### config.mk
export PLATFORM = sky130hd
export DESIGN_NAME = sa_cache
export DESIGN_NICKNAME = d
export VERILOG_FILES = /design/src/rtl/cache_pkg.sv /design/src/rtl/cache_match.sv /design/src/rtl/cache_lru.sv /design/src/rtl/sa_cache.sv
export SDC_FILE = /design/constraint.sdc
export NUM_CORES = 1
export LEC_CHECK = 0
export BUFFER_PORTS_ARGS = -buffer_cell sky130_fd_sc_hd__buf_2
export CAP_MARGIN = 10
export CORE_ASPECT_RATIO = 2
export CORE_UTILIZATION = 30
export DETAILED_ROUTE_END_ITERATION = 7
export HOLD_SLACK_MARGIN = 0.02
export PLACE_DENSITY = 0.48
export SLEW_MARGIN = 20
export SYNTH_ARGS = -nofsm -noshare
export SYNTH_HDL_FRONTEND = slang
export SYNTH_SLANG_ARGS = --single-unit
export TNS_END_PERCENT = 50
### constraint.sdc
create_clock -name clk -period 3.2 [get_ports clk]
set_input_delay 0.32 -clock clk [delete_from_list [all_inputs] [get_ports clk]]
set_output_delay 0.32 -clock clk [all_outputs]
set_load 0.005 [all_outputs]
### src/rtl/cache_pkg.sv
package cache_pkg;
  typedef enum logic [1:0] {
    ST_IDLE = 2'd0,
    ST_WB   = 2'd1,
    ST_FILL = 2'd2
  } cache_state_e;
endpackage

### src/rtl/cache_match.sv
module cache_match #(
  parameter int WAYS  = 2,
  parameter int TAG_W = 2,
  parameter int WAY_W = 1
) (
  input  logic [WAYS-1:0]       valid_vec,
  input  logic [WAYS*TAG_W-1:0] tag_flat,
  input  logic [TAG_W-1:0]      req_tag,
  input  logic [WAY_W-1:0]      lru_way,
  output logic [WAYS-1:0]       hit_vec,
  output logic                  hit,
  output logic [WAY_W-1:0]      hit_way,
  output logic [WAY_W-1:0]      victim_way
);
  logic             free_found;
  logic [WAY_W-1:0] free_way;

  // parallel compare of every line in the selected set
  for (genvar w = 0; w < WAYS; w++) begin : g_cmp
    assign hit_vec[w] = valid_vec[w] && (tag_flat[w*TAG_W +: TAG_W] == req_tag);
  end

  always_comb begin
    hit_way    = '0;
    free_way   = '0;
    free_found = 1'b0;
    for (int w = WAYS - 1; w >= 0; w--) begin
      if (hit_vec[w]) hit_way = WAY_W'(w);
      if (!valid_vec[w]) begin
        free_found = 1'b1;
        free_way   = WAY_W'(w);
      end
    end
  end

  assign hit        = |hit_vec;
  assign victim_way = free_found ? free_way : lru_way;
endmodule

### src/rtl/cache_lru.sv
module cache_lru #(
  parameter int SETS  = 2,
  parameter int WAYS  = 2,
  parameter int WAY_W = 1,
  parameter int SET_W = 1
) (
  input  logic             clk,
  input  logic             rst_n,
  input  logic             touch_en,
  input  logic [SET_W-1:0] touch_set,
  input  logic [WAY_W-1:0] touch_way,
  output logic [WAY_W-1:0] lru_way
);
  localparam logic [WAY_W-1:0] OLDEST = WAY_W'(WAYS - 1);

  // per-line age rank: 0 = most recent, WAYS-1 = next victim
  logic [WAY_W-1:0] age_q [SETS][WAYS];
  logic [WAY_W-1:0] age_d [SETS][WAYS];
  logic [WAYS-1:0]  oldest_vec;

  always_comb begin
    age_d = age_q;
    for (int w = 0; w < WAYS; w++) begin
      if (WAY_W'(w) == touch_way) begin
        age_d[touch_set][w] = '0;
      end else if (age_q[touch_set][w] < age_q[touch_set][touch_way]) begin
        age_d[touch_set][w] = age_q[touch_set][w] + 1'b1;
      end
    end
  end

  always_comb begin
    lru_way = '0;
    for (int w = 0; w < WAYS; w++) begin
      oldest_vec[w] = (age_q[touch_set][w] == OLDEST);
      if (oldest_vec[w]) lru_way = WAY_W'(w);
    end
  end

  always_ff @(posedge clk or negedge rst_n) begin
    if (!rst_n) begin
      for (int s = 0; s < SETS; s++)
        for (int w = 0; w < WAYS; w++)
          age_q[s][w] <= WAY_W'(w);
    end else if (touch_en) begin
      age_q <= age_d;
    end
  end

  // ranks stay a permutation: exactly one oldest line per set
  assert_lru_single_oldest_R6: assert property (@(posedge clk) disable iff (!rst_n)
    $countones(oldest_vec) == 1);
endmodule

### src/rtl/sa_cache.sv
module sa_cache
  import cache_pkg::*;
#(
  parameter int ADDR_W      = 4,
  parameter int SETS        = 2,
  parameter int WAYS        = 2,
  parameter int BLOCK_BYTES = 2
) (
  input  logic                                  clk,
  input  logic                                  rst_n,
  input  logic                                  req_valid,
  output logic                                  req_ready,
  input  logic                                  req_write,
  input  logic [ADDR_W-1:0]                     req_addr,
  input  logic [7:0]                            req_wdata,
  output logic                                  rsp_valid,
  output logic                                  rsp_hit,
  output logic [7:0]                            rsp_rdata,
  output logic                                  mem_req,
  output logic                                  mem_write,
  output logic [ADDR_W-$clog2(BLOCK_BYTES)-1:0] mem_addr,
  output logic [8*BLOCK_BYTES-1:0]              mem_wdata,
  input  logic [8*BLOCK_BYTES-1:0]              mem_rdata,
  input  logic                                  mem_ack
);
  localparam int OFF_W = $clog2(BLOCK_BYTES);
  localparam int SET_W = $clog2(SETS);
  localparam int WAY_W = (WAYS > 1) ? $clog2(WAYS) : 1;
  localparam int TAG_W = ADDR_W - SET_W - OFF_W;
  localparam int BLK_W = 8 * BLOCK_BYTES;

  cache_state_e state_q, state_d;

  logic [ADDR_W-1:0] pend_addr_q;
  logic              pend_wr_q;
  logic [7:0]        pend_wdata_q;
  logic [WAY_W-1:0]  victim_q;

  logic [ADDR_W-1:0] cur_addr;
  logic [SET_W-1:0]  set_idx;
  logic [TAG_W-1:0]  cur_tag;
  logic [OFF_W-1:0]  cur_off;

  logic [WAYS-1:0]   valid_q [SETS];
  logic [WAYS-1:0]   dirty_q [SETS];
  logic [TAG_W-1:0]  tag_q   [SETS][WAYS];
  logic [BLK_W-1:0]  data_q  [SETS][WAYS];

  logic [WAYS*TAG_W-1:0] tag_flat;
  logic [WAYS-1:0]       hit_vec;
  logic                  hit;
  logic [WAY_W-1:0]      hit_way, victim_way, lru_way, touch_way, line_way;

  logic accept, hit_acc, miss_acc, fill_done, victim_dirty, touch_en;
  logic line_we, line_dirty;
  logic [BLK_W-1:0] fill_blk, hit_blk, line_blk;
  logic rsp_valid_q, rsp_hit_q, rsp_valid_d, rsp_hit_d;
  logic [7:0] rsp_rdata_q, rsp_rdata_d;

  // address split: tag | set (middle bits) | offset
  assign req_ready = (state_q == ST_IDLE);
  assign cur_addr  = req_ready ? req_addr : pend_addr_q;
  assign cur_off   = cur_addr[OFF_W-1:0];
  assign set_idx   = cur_addr[OFF_W +: SET_W];
  assign cur_tag   = cur_addr[ADDR_W-1 -: TAG_W];

  for (genvar w = 0; w < WAYS; w++) begin : g_tags
    assign tag_flat[w*TAG_W +: TAG_W] = tag_q[set_idx][w];
  end

  cache_match #(.WAYS(WAYS), .TAG_W(TAG_W), .WAY_W(WAY_W)) u_match (
    .valid_vec (valid_q[set_idx]),
    .tag_flat  (tag_flat),
    .req_tag   (cur_tag),
    .lru_way   (lru_way),
    .hit_vec   (hit_vec),
    .hit       (hit),
    .hit_way   (hit_way),
    .victim_way(victim_way)
  );

  cache_lru #(.SETS(SETS), .WAYS(WAYS), .WAY_W(WAY_W), .SET_W(SET_W)) u_lru (
    .clk      (clk),
    .rst_n    (rst_n),
    .touch_en (touch_en),
    .touch_set(set_idx),
    .touch_way(touch_way),
    .lru_way  (lru_way)
  );

  assign accept       = req_valid && req_ready;
  assign hit_acc      = accept && hit;
  assign miss_acc     = accept && !hit;
  assign fill_done    = (state_q == ST_FILL) && mem_ack;
  assign victim_dirty = valid_q[set_idx][victim_way] && dirty_q[set_idx][victim_way];

  // memory side
  assign mem_req   = (state_q != ST_IDLE);
  assign mem_write = (state_q == ST_WB);
  assign mem_addr  = mem_write ? {tag_q[set_idx][victim_q], set_idx}
                               : pend_addr_q[ADDR_W-1:OFF_W];
  assign mem_wdata = data_q[set_idx][victim_q];

  always_comb begin
    state_d = state_q;
    unique case (state_q)
      ST_IDLE: if (miss_acc) state_d = victim_dirty ? ST_WB : ST_FILL;
      ST_WB:   if (mem_ack)  state_d = ST_FILL;
      ST_FILL: if (mem_ack)  state_d = ST_IDLE;
      default:               state_d = ST_IDLE;
    endcase
  end

  // line update and response next-state
  always_comb begin
    fill_blk = mem_rdata;
    if (pend_wr_q) fill_blk[{cur_off, 3'b000} +: 8] = pend_wdata_q;
    hit_blk = data_q[set_idx][hit_way];
    hit_blk[{cur_off, 3'b000} +: 8] = req_wdata;

    line_we    = fill_done || (hit_acc && req_write);
    line_way   = fill_done ? victim_q : hit_way;
    line_blk   = fill_done ? fill_blk : hit_blk;
    line_dirty = fill_done ? pend_wr_q : 1'b1;

    touch_en  = hit_acc || fill_done;
    touch_way = fill_done ? victim_q : hit_way;

    rsp_valid_d = touch_en;
    rsp_hit_d   = hit_acc;
    if (fill_done)      rsp_rdata_d = fill_blk[{cur_off, 3'b000} +: 8];
    else if (req_write) rsp_rdata_d = req_wdata;
    else                rsp_rdata_d = data_q[set_idx][hit_way][{cur_off, 3'b000} +: 8];
  end

  always_ff @(posedge clk or negedge rst_n) begin
    if (!rst_n) begin
      state_q     <= ST_IDLE;
      rsp_valid_q <= 1'b0;
      rsp_hit_q   <= 1'b0;
      for (int s = 0; s < SETS; s++) begin
        valid_q[s] <= '0;
        dirty_q[s] <= '0;
      end
    end else begin
      state_q     <= state_d;
      rsp_valid_q <= rsp_valid_d;
      rsp_hit_q   <= rsp_hit_d;
      if (line_we) begin
        valid_q[set_idx][line_way] <= 1'b1;
        dirty_q[set_idx][line_way] <= line_dirty;
      end
    end
  end

  always_ff @(posedge clk) begin
    if (miss_acc) begin
      pend_addr_q  <= req_addr;
      pend_wr_q    <= req_write;
      pend_wdata_q <= req_wdata;
      victim_q     <= victim_way;
    end
    if (line_we)   data_q[set_idx][line_way] <= line_blk;
    if (fill_done) tag_q[set_idx][line_way]  <= cur_tag;
    if (touch_en)  rsp_rdata_q <= rsp_rdata_d;
  end

  assign rsp_valid = rsp_valid_q;
  assign rsp_hit   = rsp_hit_q;
  assign rsp_rdata = rsp_rdata_q;

  assert_single_match_R2: assert property (@(posedge clk) disable iff (!rst_n)
    $onehot0(hit_vec));
  assert_hit_next_cycle_R3: assert property (@(posedge clk) disable iff (!rst_n)
    (req_valid && req_ready && hit) |=> (rsp_valid && rsp_hit));
  assert_mem_held_R4: assert property (@(posedge clk) disable iff (!rst_n)
    (mem_req && !mem_ack) |=> (mem_req && $stable(mem_addr) && $stable(mem_write)));
  assert_fill_answers_miss_R4: assert property (@(posedge clk) disable iff (!rst_n)
    (mem_req && !mem_write && mem_ack) |=> (rsp_valid && !rsp_hit));
  assert_wb_then_fetch_R9: assert property (@(posedge clk) disable iff (!rst_n)
    (mem_req && mem_write && mem_ack) |=> (mem_req && !mem_write));
  assert_busy_not_ready_R11: assert property (@(posedge clk) disable iff (!rst_n)
    mem_req |-> !req_ready);
endmodule

Word-level counts from Yosys, hierarchy flattened

Memory sizes are Yosys's and may differ from the RTL's.
Cells that the tools add are included.

Add/subtract/negate cells: 3
Multipliers: 0
Div/mod/pow operators: 0
Order comparisons: 11
Equal/unequal tests: 7
Shift operators: 5
Mux-type cells: 70
Bitwise gates (word level): 9
Reduce and logical (&&, ||, !) cells: 18

Operators with widths:

| operator                                                 | count |
|---|---|
| 2-to-1 mux 16 bit                                        | 9 |
| 2-to-1 mux 2 bit                                         | 19 |
| bitwise mux 16 bit                                       | 2 |
| 2-to-1 mux 32 bit                                        | 1 |
| variable part select 16 x 5 -> 8 bit                     | 2 |
| variable part select 8 x 6 -> 16 bit                     | 2 |
| 2-to-1 mux 4 bit                                         | 6 |
| 2-to-1 mux 1 bit                                         | 20 |
| demux 16 bit (select 1 bit)                              | 1 |
| 2-to-1 mux 8 bit                                         | 2 |
| variable shift 8 x 6 -> 16 bit, first input constant     | 1 |
| bitwise mux 4 bit                                        | 3 |
| logical AND 1 bit                                        | 11 |
| bitwise AND 4 bit                                        | 2 |
| demux 2 bit (select 1 bit)                               | 4 |
| greater-or-equal comparator 2 bit, second input constant | 4 |
| inverter 1 -> 2 bit                                      | 4 |
| inverter 4 bit                                           | 2 |
| negation 4 -> 6 bit                                      | 1 |
| one-hot mux 2 bit (3 select lines)                       | 1 |
| equality test 2 bit                                      | 2 |
| < comparator 1 x 2 -> 1 bit, second input constant       | 2 |
| < comparator 2 x 1 -> 1 bit, second input constant       | 2 |
| != test 2 x 1 -> 1 bit, second input constant            | 2 |
| other kinds (15)                                         | 18 |

Flip-flop bits (word level): 38
Latch bits: 0
Bits in writable memories: 72
ROM bits: 0
Bits of input ports: 33
Word-level logic and storage cells: 141
Memories kept: 2

Memory list:

| memory | words | bits a word | rd ports | clocked after Yosys merged registers in | wr ports | line           | text |
|---|---|---|---|---|---|---|---|
| data_q | 2     | 32          | 1        | 0                                       | 1        | sa_cache.sv:47 | `logic [BLK_W-1:0] data_q [SETS][WAYS];` |
| tag_q  | 2     | 4           | 1        | 0                                       | 1        | sa_cache.sv:46 | `logic [TAG_W-1:0] tag_q [SETS][WAYS];` |

Logic depth before layout (Yosys ltp)

Gate-level depths: netlist (run 1).

Depth after elaboration: 20
Depth in mapped cells: 10

Hierarchy

From an unflattened synthesis (run 1), not the netlist that was laid out.

Cell total of the unflattened synthesis: 448
Area total of the unflattened synthesis: 5460.2 um2

Modules (own cells, without submodules):

| module      | times used | cells an instance | area an instance (um2) |
|---|---|---|---|
| sa_cache    | 1          | 421               | 5181.2 |
| cache_lru   | 1          | 16                | 195.2 |
| cache_match | 1          | 11                | 83.8 |

Least setup slack after synthesis (run 1)

Ideal clock, no wire load.

Kind: register to register
Start: register state_q[1]
End: memory data_q[0][0] (netlist name), enable pin
Arrival: 2.645 ns
Data required time: 2.806 ns
Path slack: 0.161 ns
Stages on the path, launching flop included: 8
Buffers on the path: 1
Path through: dfrtp_1 -> buf_2 -> nor2_2 -> mux2_2 -> and3_1 -> nor3_2 -> o211ai_4 -> o31ai_2

RTL lines:

| element                                                                                                | line              | text |
|---|---|---|
| from (decl)                                                                                            | sa_cache.sv:32    | `cache_state_e state_q, state_d;` |
| from (signal assigned)                                                                                 | sa_cache.sv:146   | `state_q <= state_d;` |
| zero test 2 bit *                                                                                      | sa_cache.sv:61    | `assign req_ready = (state_q == ST_IDLE);` |
| named net req_ready                                                                                    | sa_cache.sv:12    | `output logic req_ready,` |
| 2-to-1 mux 4 bit *                                                                                     | sa_cache.sv:62    | `assign cur_addr = req_ready ? req_addr : pend_addr_q;` |
| named net cur_addr[3]                                                                                  | sa_cache.sv:39    | `logic [ADDR_W-1:0] cur_addr;` |
| equality test 2 bit                                                                                    | cache_match.sv:20 | `assign hit_vec[w] = valid_vec[w] && (tag_flat[w*TAG_W +: TAG_W] == req_tag);` |
| logical AND 1 bit                                                                                      | cache_match.sv:20 |  |
| 2-to-1 mux 1 bit (2 in series)                                                                         | cache_match.sv:28 | `if (hit_vec[w]) hit_way = WAY_W'(w);` |
| 2-to-1 mux 1 bit                                                                                       | sa_cache.sv:122   | `line_way = fill_done ? victim_q : hit_way;` |
| inverter 1 -> 2 bit (not written as such)                                                              | sa_cache.sv:163   | `if (line_we) data_q[set_idx][line_way] <= line_blk;` |
| greater-or-equal comparator 2 bit (not written as such) or < comparator 2 x 1 -> 1 bit (tied branches) | sa_cache.sv:163   |  |
| logical AND 1 bit (not written as such)                                                                | sa_cache.sv:163   |  |
| 2-to-1 mux 16 bit (not written as such)                                                                | sa_cache.sv:163   |  |
| demux 16 bit (select 1 bit)                                                                            | sa_cache.sv:163   |  |
| 2-to-1 mux 32 bit (not written as such) *                                                              | sa_cache.sv:163   |  |
| to (decl)                                                                                              | sa_cache.sv:47    |  |

The timed path passes the listed nets; every way through them passes the cells marked *. The select of a mux whose other input is x is not followed.

Worst setup path after layout (run 1)

Start: register state_q[1]
End: register rsp_rdata_q[3], in the netlist rsp_rdata[3], enable pin

Longest elaborated chain between the ends: 10

RTL lines:

| element                                              | line              | text |
|---|---|---|
| zero test 2 bit                                      | sa_cache.sv:61    |  |
| 2-to-1 mux 4 bit                                     | sa_cache.sv:62    |  |
| inverter 1 -> 2 bit (not written as such)            | sa_cache.sv:72    | `.valid_vec (valid_q[set_idx]),` |
| 2-to-1 mux 2 bit (not written as such) (3 in series) | sa_cache.sv:72    |  |
| logical AND 1 bit                                    | cache_match.sv:20 |  |
| OR reduction 2 bit                                   | cache_match.sv:36 | `assign hit = \|hit_vec;` |
| logical AND 1 bit                                    | sa_cache.sv:92    | `assign hit_acc = accept && hit;` |
| logical OR 1 bit *                                   | sa_cache.sv:126   | `touch_en = hit_acc \|\| fill_done;` |
| named net rsp_valid_d                                | sa_cache.sv:57    | `logic rsp_valid_q, rsp_hit_q, rsp_valid_d, rsp_hit_d;` |
| to (signal assigned)                                 | sa_cache.sv:165   | `if (touch_en) rsp_rdata_q <= rsp_rdata_d;` |
| to (decl)                                            | sa_cache.sv:58    | `logic [7:0] rsp_rdata_q, rsp_rdata_d;` |

Marks and branches as above.
A chain may end at the register's enable or synchronous reset.

==> impl_metrics.prom, run 1 <==
# TYPE chip_impl_metric gauge
chip_impl_info{name="worst_hold_path_type",value="in -> reg"} 1
chip_impl_metric{name="clkLatencyLatePin",unit="ns"} 0.36
chip_impl_info{name="synth_top_cell_by_area",value="edfxtp_1"} 1
chip_impl_info{name="end_of_the_worst_register_to_register_path",value="rsp_rdata[3]$_DFFE_PP_"} 1
chip_impl_metric{name="areaGrowthSynthToFinish",unit="%"} 19.6
chip_impl_metric{name="yosys.area_share.simple",unit="%"} 12.1
chip_impl_metric{name="clk_skew",unit="ns"} 0.00987
chip_impl_metric{name="remaining_drc_errors",unit=""} 0
chip_impl_info{name="cp-end-kind",value="flop"} 1
chip_impl_metric{name="power_per_cell_area",unit="mW/mm^2"} 1140
chip_impl_metric{name="hold_violation_count_in_the_final_report",unit=""} 0
chip_impl_metric{name="dr.first_iter.drc_count",unit=""} 228
chip_impl_metric{name="drt.antenna.violating_nets",unit=""} 0
chip_impl_info{name="synth_flop_cell",value="edfxtp_1"} 1
chip_impl_info{name="timing_worst_setup_path_type",value="reg -> reg"} 1
chip_impl_metric{name="timing.final.crit_period",unit="ns"} 2.99
chip_impl_metric{name="min_delay_path_depth",unit=""} 1
chip_impl_metric{name="antenna_violations_before_repair",unit=""} 0
chip_impl_info{name="r2r-start",value="state_q[1]$_DFFE_PN0P_"} 1
chip_impl_metric{name="grt_remaining_overflow",unit=""} 0
chip_impl_metric{name="final-setup-viol-count",unit=""} 0
chip_impl_metric{name="design.core.area",unit="mm^2"} 0.0188
chip_impl_metric{name="vias_per_cell",unit=""} 5.29
chip_impl_metric{name="dp_hpwl",unit="um"} 12800
chip_impl_metric{name="tns",unit="ns"} 0
chip_impl_metric{name="drive_above_1_share",unit="%"} 23.9
chip_impl_metric{name="clkTransAtPathRegs",unit="ns"} 0.07
chip_impl_info{name="cts_tree",value="done"} 1
chip_impl_metric{name="fmax",unit="GHz"} 0.335
chip_impl_metric{name="netlist-cell-type-count",unit=""} 53
chip_impl_metric{name="synth-adder-area-share",unit="%"} 0
chip_impl_metric{name="timing.max_slew.rel_slack",unit="%"} 59.7
chip_impl_info{name="clk_root_buffer_cell",value="clkbuf_16"} 1
chip_impl_metric{name="htreeDepth",unit=""} 3
chip_impl_metric{name="synthesis.area_per_instance",unit="um^2"} 11.4
chip_impl_metric{name="synthMuxAreaShare",unit="%"} 14.0
chip_impl_metric{name="post_synthesis_compound_gate_area_fraction",unit="%"} 14.7
chip_impl_metric{name="postRouteWirelength",unit="um"} 17800
chip_impl_metric{name="number_of_enable_type_register_cells_in_the_synthesized_netlist",unit=""} 94
chip_impl_metric{name="grt_pass1_vias",unit=""} 4492
chip_impl_metric{name="die_height",unit="um"} 199
chip_impl_metric{name="num-fill-cells",unit=""} 1907
chip_impl_metric{name="grt_first_pass_wirelength",unit="um"} 27100
chip_impl_metric{name="maxCapViolations",unit=""} 0
chip_impl_metric{name="num_rows",unit=""} 71
chip_impl_metric{name="initial_utilization",unit="%"} 30.8
chip_impl_metric{name="rrSetupSlack",unit="ns"} 0.21
chip_impl_info{name="setup_repair_after_global_routing_missed_its_margin",value="false"} 1
chip_impl_info{name="cp-startpoint",value="state_q[1]$_DFFE_PN0P_"} 1
chip_impl_metric{name="worst-endpoint-required",unit="ns"} 3.27
chip_impl_metric{name="synth_largest_type_area_fraction",unit="%"} 48.7
chip_impl_metric{name="synth_fp_nets",unit=""} 539
chip_impl_metric{name="synth_warnings",unit=""} 0
chip_impl_metric{name="timing.reg2reg.worst_path_depth",unit=""} 8
chip_impl_metric{name="synthCells",unit=""} 506
chip_impl_metric{name="critical_path.max_stage_delay",unit="ns"} 0.49
chip_impl_metric{name="slew_viol_final",unit=""} 0
chip_impl_metric{name="grt_usage",unit="%"} 18.7
chip_impl_metric{name="clk_path_buf_depth",unit=""} 2
chip_impl_metric{name="antennaDiodeCount",unit=""} 0
chip_impl_metric{name="grt_max_degree",unit=""} 52
chip_impl_info{name="result_of_the_run",value="complete, no violations"} 1
chip_impl_metric{name="floorplan.die.width",unit="um"} 100
chip_impl_info{name="synth.top_cells.by_area",value="edfxtp_1 (49%), mux2i_1 (11%), dfrtp_1 (6.0%)"} 1
chip_impl_metric{name="crit_arrival",unit="ns"} 3.05
chip_impl_metric{name="wl_per_cell",unit="um"} 21.4
chip_impl_info{name="critical_path.slowest_cell",value="dfrtp_1"} 1
chip_impl_metric{name="postSynthRegisterBits",unit=""} 110
chip_impl_metric{name="ir_drop",unit="V"} 0.000394
chip_impl_metric{name="synth-xor-area-share",unit="%"} 0.432
chip_impl_metric{name="final_min_period_over_clock_period",unit="%"} 93.4
chip_impl_metric{name="synth-seq-area-share",unit="%"} 55.7
chip_impl_metric{name="gp_congestion",unit=""} 0.815
chip_impl_metric{name="cts.sink_count",unit=""} 110
chip_impl_metric{name="syn_area",unit="mm^2"} 0.00579
chip_impl_info{name="combinational_family_with_the_most_area_after_synthesis",value="compound AO/OA/AOI/OAI gates"} 1
chip_impl_metric{name="tightestPinTransition",unit="ns"} 0.604
chip_impl_metric{name="number_of_nets_at_the_end_of_the_flow",unit=""} 602
chip_impl_info{name="cp_cell_sequence",value="or3b_1 -> nand2_2 -> mux2i_1 -> xnor2_2 -> nand2_1 -> and2_1 -> o21ai_0 -> buf_4"} 1
chip_impl_metric{name="power.leakage",unit="uW"} 0.00270
chip_impl_metric{name="number_of_placed_i_o_pins",unit=""} 65
chip_impl_metric{name="design.die.area",unit="mm^2"} 0.0199
chip_impl_metric{name="routed-via-count",unit=""} 4383
chip_impl_info{name="startpoint_type",value="flop"} 1
chip_impl_metric{name="critical_path_peak_fanout",unit=""} 10
chip_impl_metric{name="post-cts-setup-buffers",unit=""} 0
chip_impl_info{name="endpoint",value="rsp_rdata[3]$_DFFE_PP_"} 1
chip_impl_metric{name="io_buffer_count",unit=""} 64
chip_impl_metric{name="drt_first_pass_iters",unit=""} 5
chip_impl_metric{name="totalPowerFinal",unit="uW"} 7890
chip_impl_metric{name="tritoncts.num_buffers",unit=""} 9
chip_impl_metric{name="asyncSetResetFlopFracSynth",unit="%"} 14.5
timing repair:
item                                   CTS  global route
resized for setup                        0             2
hold buffers                             1             0
setup endpoints to repair                0             8
endpoints found under the hold margin   14             0
per-layer routing:
metal	routed length, um	share of wire [%]	GRT usage (%)
met5	0	0	0
met3	617	3.5	2.57
met2	9700	55	34.6
met4	636	3.6	8.96
met1	6800	38	20.6
flip-flops by register name (all words and copies together) (netlist names):
name	count
rsp_rdata	8
rsp_valid	1
pend_wr_q	1
victim_q	1
tag_q	8
pend_wdata_q	8
state_q	2
dirty_q	4
u_lru.age_q	4
pend_addr_q	4
data_q	64
valid_q	4
rsp_hit	1
kinds of logic (layout without fill, tap and decap cells):
family	Yosys count	in the layout
AOI/OAI and AO/OA	124	124
and+or+nand+nor	149	149
xor gates and xnor gates	2	2
muxes	79	79
DFF	110	110
buffers and inverters	42	110
area by class of cell:
class | instances | area, um^2 | area share, %
Clock buffer | 10 | 229 | 3.31
Timing Repair Buffer | 88 | 578 | 8.35
Clock inverter | 6 | 110 | 1.59
Inverter | 6 | 22.5 | 0.325
Multi-Input combinational cell | 354 | 2440 | 35.3
Sequential cell | 110 | 3230 | 46.6
Tap cell | 255 | 319 | 4.61
critical path, delay by kind of cell, from the launching register on:
family,cells,cell delay [ns]
muxes,1,0.38
DFF,1,0.49
AOI/OAI and AO/OA,1,0.26
buffers and inverters,1,0.23
and+or+nand+nor,4,1.11
xor gates and xnor gates,1,0.21
per-stage QoR:
stage	instance area (um^2)	instances	setup WS, ns	hold WS [ns]	utilization, %
2_1_floorplan	5790	506	0.161	0.0244	-
3_3_place_gp	6560	812	0.198	0.286	34.8
3_5_place_dp	6560	812	0.196	0.279	34.8
4_1_cts	6910	829	0.167	0.142	36.7
5_1_grt	6930	829	0.0500	0.146	36.8
6_report	6930	829	0.212	0.148	36.8
power by group:
part / switching [uW] / leakage [uW] / internal, uW
Sequential: 202 / 0.00104 / 2260
Combinational: 2560 / 0.00149 / 1590
Clock: 510 / 0.000160 / 764
Total: 3270 / 0.00270 / 4610
layout by cell type (no fill, tap or decap), types with 2 or more instances in the layout:
| cell type | instances |
|---|---|
| o21ai_1 | 3 |
| buf_4 | 17 |
| nor3_1 | 5 |
| a211o_1 | 2 |
| o31ai_4 | 2 |
| a2bb2oi_1 | 2 |
| o41ai_1 | 2 |
| nand2_1 | 75 |
| o32a_1 | 3 |
| o21ai_0 | 21 |
| nor4_1 | 8 |
| a31oi_1 | 13 |
| o22ai_1 | 7 |
| mux2_2 | 15 |
| clkbuf_16 | 9 |
| a221o_1 | 9 |
| bufinv_16 | 3 |
| edfxtp_1 | 94 |
| inv_1 | 6 |
| mux2i_1 | 62 |
| a311o_1 | 8 |
| and3_1 | 8 |
| nand3_1 | 17 |
| a21oi_1 | 36 |
| nor2_1 | 17 |
| dfrtp_1 | 14 |
| buf_12 | 6 |
| a211oi_1 | 7 |
| dfstp_2 | 2 |
| buf_2 | 64 |
| nand2b_1 | 4 |
| or2_2 | 5 |
| o41a_1 | 2 |
Yosys cell counts, types with 3 or more instances:
cell / number
buf_1: 8
dfrtp_1: 14
o21ai_0: 21
clkbuf_1: 23
a311o_1: 8
buf_2: 3
o21ai_1: 3
a221o_1: 9
and3_1: 8
nand3_1: 17
o22ai_1: 7
edfxtp_1: 94
a21oi_1: 36
inv_1: 6
nand2_1: 75
a31oi_1: 13
o32a_1: 3
a211oi_1: 7
mux2_2: 15
or2_2: 5
mux2i_1: 63
nor2_1: 17
nor3_1: 5
nand2b_1: 4
nor4_1: 8
worst min-delay path by stage:
stage                               end         from  slack [ns]
2_1_floorplan    dirty_q[0]$_DFFE_PN0P_        rst_n        0.02
3_3_place_gp     valid_q[2]$_DFFE_PN0N_        rst_n        0.29
3_5_place_dp     valid_q[2]$_DFFE_PN0N_        rst_n        0.28
4_1_cts        pend_addr_q[2]$_DFFE_PP_  req_addr[2]        0.14
5_1_grt        pend_addr_q[3]$_DFFE_PP_  req_addr[3]        0.15
6_report       pend_addr_q[2]$_DFFE_PP_  req_addr[2]        0.15
(Power assumes the default switching activity.)
==> run 2, diff against run 1 <==
--- a/config.mk
+++ b/config.mk
@@ -12,6 +12,7 @@
 export DETAILED_ROUTE_END_ITERATION = 7
 export HOLD_SLACK_MARGIN = 0.02
 export PLACE_DENSITY = 0.48
+export REMOVE_ABC_BUFFERS = 1
 export SLEW_MARGIN = 20
 export SYNTH_ARGS = -nofsm -noshare
 export SYNTH_HDL_FRONTEND = slang
==> run 2 against run 1 <==
Net effect:
- first-iteration DRC count is 0.88% higher
- sequential share of layout area is 0.66 points higher
- largest power group unchanged
- largest cell class unchanged
- power is 2.3% lower
- register-to-register slack hardly changed
- critical endpoint is now mem_wdata[5]
- sequential power hardly changed
- via count is 2.9% higher
==> impl_metrics.prom, run 2 (synthesis results as in run 1) <==
# TYPE chip_impl_metric gauge
chip_impl_info{name="result_of_the_run",value="complete, no violations"} 1
chip_impl_metric{name="antennaDiodeCount",unit=""} 0
chip_impl_info{name="cp_cell_sequence",value="o21a_2 -> nor2_4 -> buf_4 -> mux2_2 -> nor2_1 -> a21oi_1 -> buf_2"} 1
chip_impl_metric{name="areaGrowthSynthToFinish",unit="%"} 17.9
chip_impl_metric{name="rrSetupSlack",unit="ns"} 0.22
chip_impl_metric{name="design.die.area",unit="mm^2"} 0.0199
chip_impl_info{name="max_flop_register",value="data_q"} 1
chip_impl_info{name="mostFrequentLayoutCell",value="edfxtp_1"} 1
chip_impl_info{name="clk_root_buffer_cell",value="clkbuf_16"} 1
chip_impl_metric{name="clk_skew",unit="ns"} 0.0118
chip_impl_metric{name="grt_remaining_overflow",unit=""} 0
chip_impl_info{name="cp-end-kind",value="output pin"} 1
chip_impl_info{name="startpoint_type",value="flop"} 1
chip_impl_metric{name="timing.reg2reg.worst_path_depth",unit=""} 8
chip_impl_metric{name="drt.antenna.violating_nets",unit=""} 0
chip_impl_metric{name="maxCapViolations",unit=""} 0
chip_impl_info{name="worstHoldEndpoint",value="pend_addr_q[3]$_DFFE_PP_"} 1
chip_impl_metric{name="gp_congestion",unit=""} 0.817
chip_impl_info{name="critical_path.slowest_cell",value="buf_4"} 1
chip_impl_metric{name="postRouteWirelength",unit="um"} 17900
chip_impl_metric{name="initial_utilization",unit="%"} 30.8
chip_impl_metric{name="remaining_drc_errors",unit=""} 0
chip_impl_metric{name="drt_first_pass_iters",unit=""} 5
chip_impl_metric{name="number_of_placed_i_o_pins",unit=""} 65
chip_impl_metric{name="floorplan.die.width",unit="um"} 100
chip_impl_info{name="mostFrequentLayoutCells",value="edfxtp_1 (94), nand2_1 (75), buf_2 (64), mux2i_1 (62), a21oi_1 (36)"} 1
chip_impl_metric{name="power.leakage",unit="uW"} 0.00269
chip_impl_metric{name="slew_viol_final",unit=""} 0
chip_impl_metric{name="ir_drop",unit="V"} 0.000464
chip_impl_metric{name="post_cts_resize_count",unit=""} 0
chip_impl_metric{name="tns",unit="ns"} 0
chip_impl_metric{name="clkTransAtPathRegs",unit="ns"} 0.08
chip_impl_metric{name="num_rows",unit=""} 71
chip_impl_metric{name="wl_per_cell",unit="um"} 21.4
chip_impl_metric{name="min_delay_path_depth",unit=""} 1
chip_impl_metric{name="final_area",unit="mm^2"} 0.00683
chip_impl_metric{name="tritoncts.num_buffers",unit=""} 9
chip_impl_metric{name="dr.first_iter.drc_count",unit=""} 230
chip_impl_metric{name="routed-via-count",unit=""} 4512
chip_impl_metric{name="number_of_nets_at_the_end_of_the_flow",unit=""} 609
chip_impl_metric{name="fin_util",unit="%"} 36.3
chip_impl_metric{name="clkLatencyLatePin",unit="ns"} 0.35
chip_impl_metric{name="power_per_cell_area",unit="mW/mm^2"} 1130
chip_impl_info{name="worst_hold_path_type",value="in -> reg"} 1
chip_impl_metric{name="vias_per_cell",unit=""} 5.40
chip_impl_metric{name="final-setup-viol-count",unit=""} 0
chip_impl_metric{name="io_buffer_count",unit=""} 64
chip_impl_info{name="timing_worst_setup_path_type",value="reg -> out"} 1
chip_impl_metric{name="fin_cells",unit=""} 836
chip_impl_info{name="cts_tree",value="done"} 1
chip_impl_metric{name="grt_usage",unit="%"} 18.7
chip_impl_metric{name="cts.sink_count",unit=""} 110
chip_impl_info{name="setup_repair_after_global_routing_missed_its_margin",value="false"} 1
chip_impl_metric{name="htreeDepth",unit=""} 3
chip_impl_metric{name="timing.final.crit_period",unit="ns"} 3.02
chip_impl_metric{name="largest_register_ffs",unit=""} 64
chip_impl_metric{name="worst-endpoint-required",unit="ns"} 2.88
chip_impl_metric{name="timing.max_slew.rel_slack",unit="%"} 28.3
chip_impl_info{name="end_of_the_worst_register_to_register_path",value="data_q[0][8]$_DFFE_PP_"} 1
chip_impl_metric{name="hold_violation_count_in_the_final_report",unit=""} 0
chip_impl_metric{name="fmax",unit="GHz"} 0.332
chip_impl_metric{name="tightestPinTransition",unit="ns"} 1.08
chip_impl_info{name="min-delay-start",value="req_addr[3]"} 1
chip_impl_metric{name="antenna_violations_before_repair",unit=""} 0
chip_impl_metric{name="critical_path.max_stage_delay",unit="ns"} 0.63
chip_impl_metric{name="drive_above_1_share",unit="%"} 24.8
chip_impl_metric{name="clk_path_buf_depth",unit=""} 2
chip_impl_metric{name="placed_cell_area",unit="mm^2"} 0.00653
chip_impl_metric{name="grt_first_pass_wirelength",unit="um"} 27200
chip_impl_metric{name="design.core.area",unit="mm^2"} 0.0188
chip_impl_metric{name="grt_pass1_vias",unit=""} 4620
chip_impl_metric{name="grt_max_degree",unit=""} 52
chip_impl_metric{name="final_min_period_over_clock_period",unit="%"} 94.2
chip_impl_metric{name="critical_path_peak_fanout",unit=""} 51
chip_impl_metric{name="dp_hpwl",unit="um"} 12700
chip_impl_metric{name="die_height",unit="um"} 199
chip_impl_metric{name="placed_cells",unit=""} 819
chip_impl_metric{name="hold_bufs_inserted_after_cts",unit=""} 1
chip_impl_metric{name="post-cts-setup-buffers",unit=""} 0
chip_impl_info{name="r2r-start",value="state_q[0]$_DFFE_PN0P_"} 1
chip_impl_metric{name="crit_arrival",unit="ns"} 2.70
-- run 2: cell types whose count changed in the layout (fill, tap and decap cells not counted), sizes merged --
cell / change
clkinv: -1
buf: +7
inv: +3
clkinvlp: -1
clkbuf: +2
bufinv: -3
-- run 2: worst max path at each step --
stage                      startpoint                      end  cells past startpoint
3_3_place_gp   state_q[0]$_DFFE_PN0P_  data_q[0][15]$_DFFE_PP_                      8
5_1_grt        state_q[0]$_DFFE_PN0P_             mem_wdata[2]                      7
4_1_cts        state_q[0]$_DFFE_PN0P_             mem_wdata[2]                      7
2_1_floorplan  state_q[1]$_DFFE_PN0P_   data_q[0][0]$_DFFE_PP_                      7
6_report       state_q[0]$_DFFE_PN0P_             mem_wdata[5]                      7
3_5_place_dp   state_q[0]$_DFFE_PN0P_  data_q[0][15]$_DFFE_PP_                      8
-- run 2: critical path, delay by kind of cell, from the launching register on --
| kind | cells | cell delay, ns |
|---|---|---|
| AOI/OAI and AO/OA | 2 | 0.36 |
| and+or+nand+nor | 2 | 0.21 |
| muxes | 1 | 0.44 |
| buffers and inverters | 2 | 0.81 |
| DFF | 1 | 0.49 |
-- run 2: final cells by class --
| cell class | instances | area, um^2 |
|---|---|---|
| multi-input combinational | 354 | 2410 |
| clock buffer | 12 | 258 |
| timing repair buffer | 95 | 568 |
| clock inverter | 4 | 28.8 |
| inverter | 6 | 22.5 |
| sequential | 110 | 3230 |
| tap | 255 | 319 |
| fill | 1932 | 12000 |
-- run 2: per-layer routing --
metal	wire (um)	global-route usage (%)	vias up
li1	-	-	2072
met3	715	2.14	32
met5	0	0	-
met2	9880	34.8	142
met4	617	8.80	0
met1	6660	20.6	2266
-- run 2: where the power goes --
group / switching [uW] / internal [uW]
Combinational: 2550 / 1550
Sequential: 235 / 2260
Clock: 522 / 582
Total: 3310 / 4390
-- run 2: through the flow --
stage               total power, uW  worst slack [ns]  hold slack [ns]
finish                         7700             0.185            0.159
global route                   8160            0.0329            0.158
CTS                            7760             0.127            0.148
detailed placement             6640             0.192            0.265
global placement               6580             0.308            0.265
floorplan                      4980             -1.05           0.0244
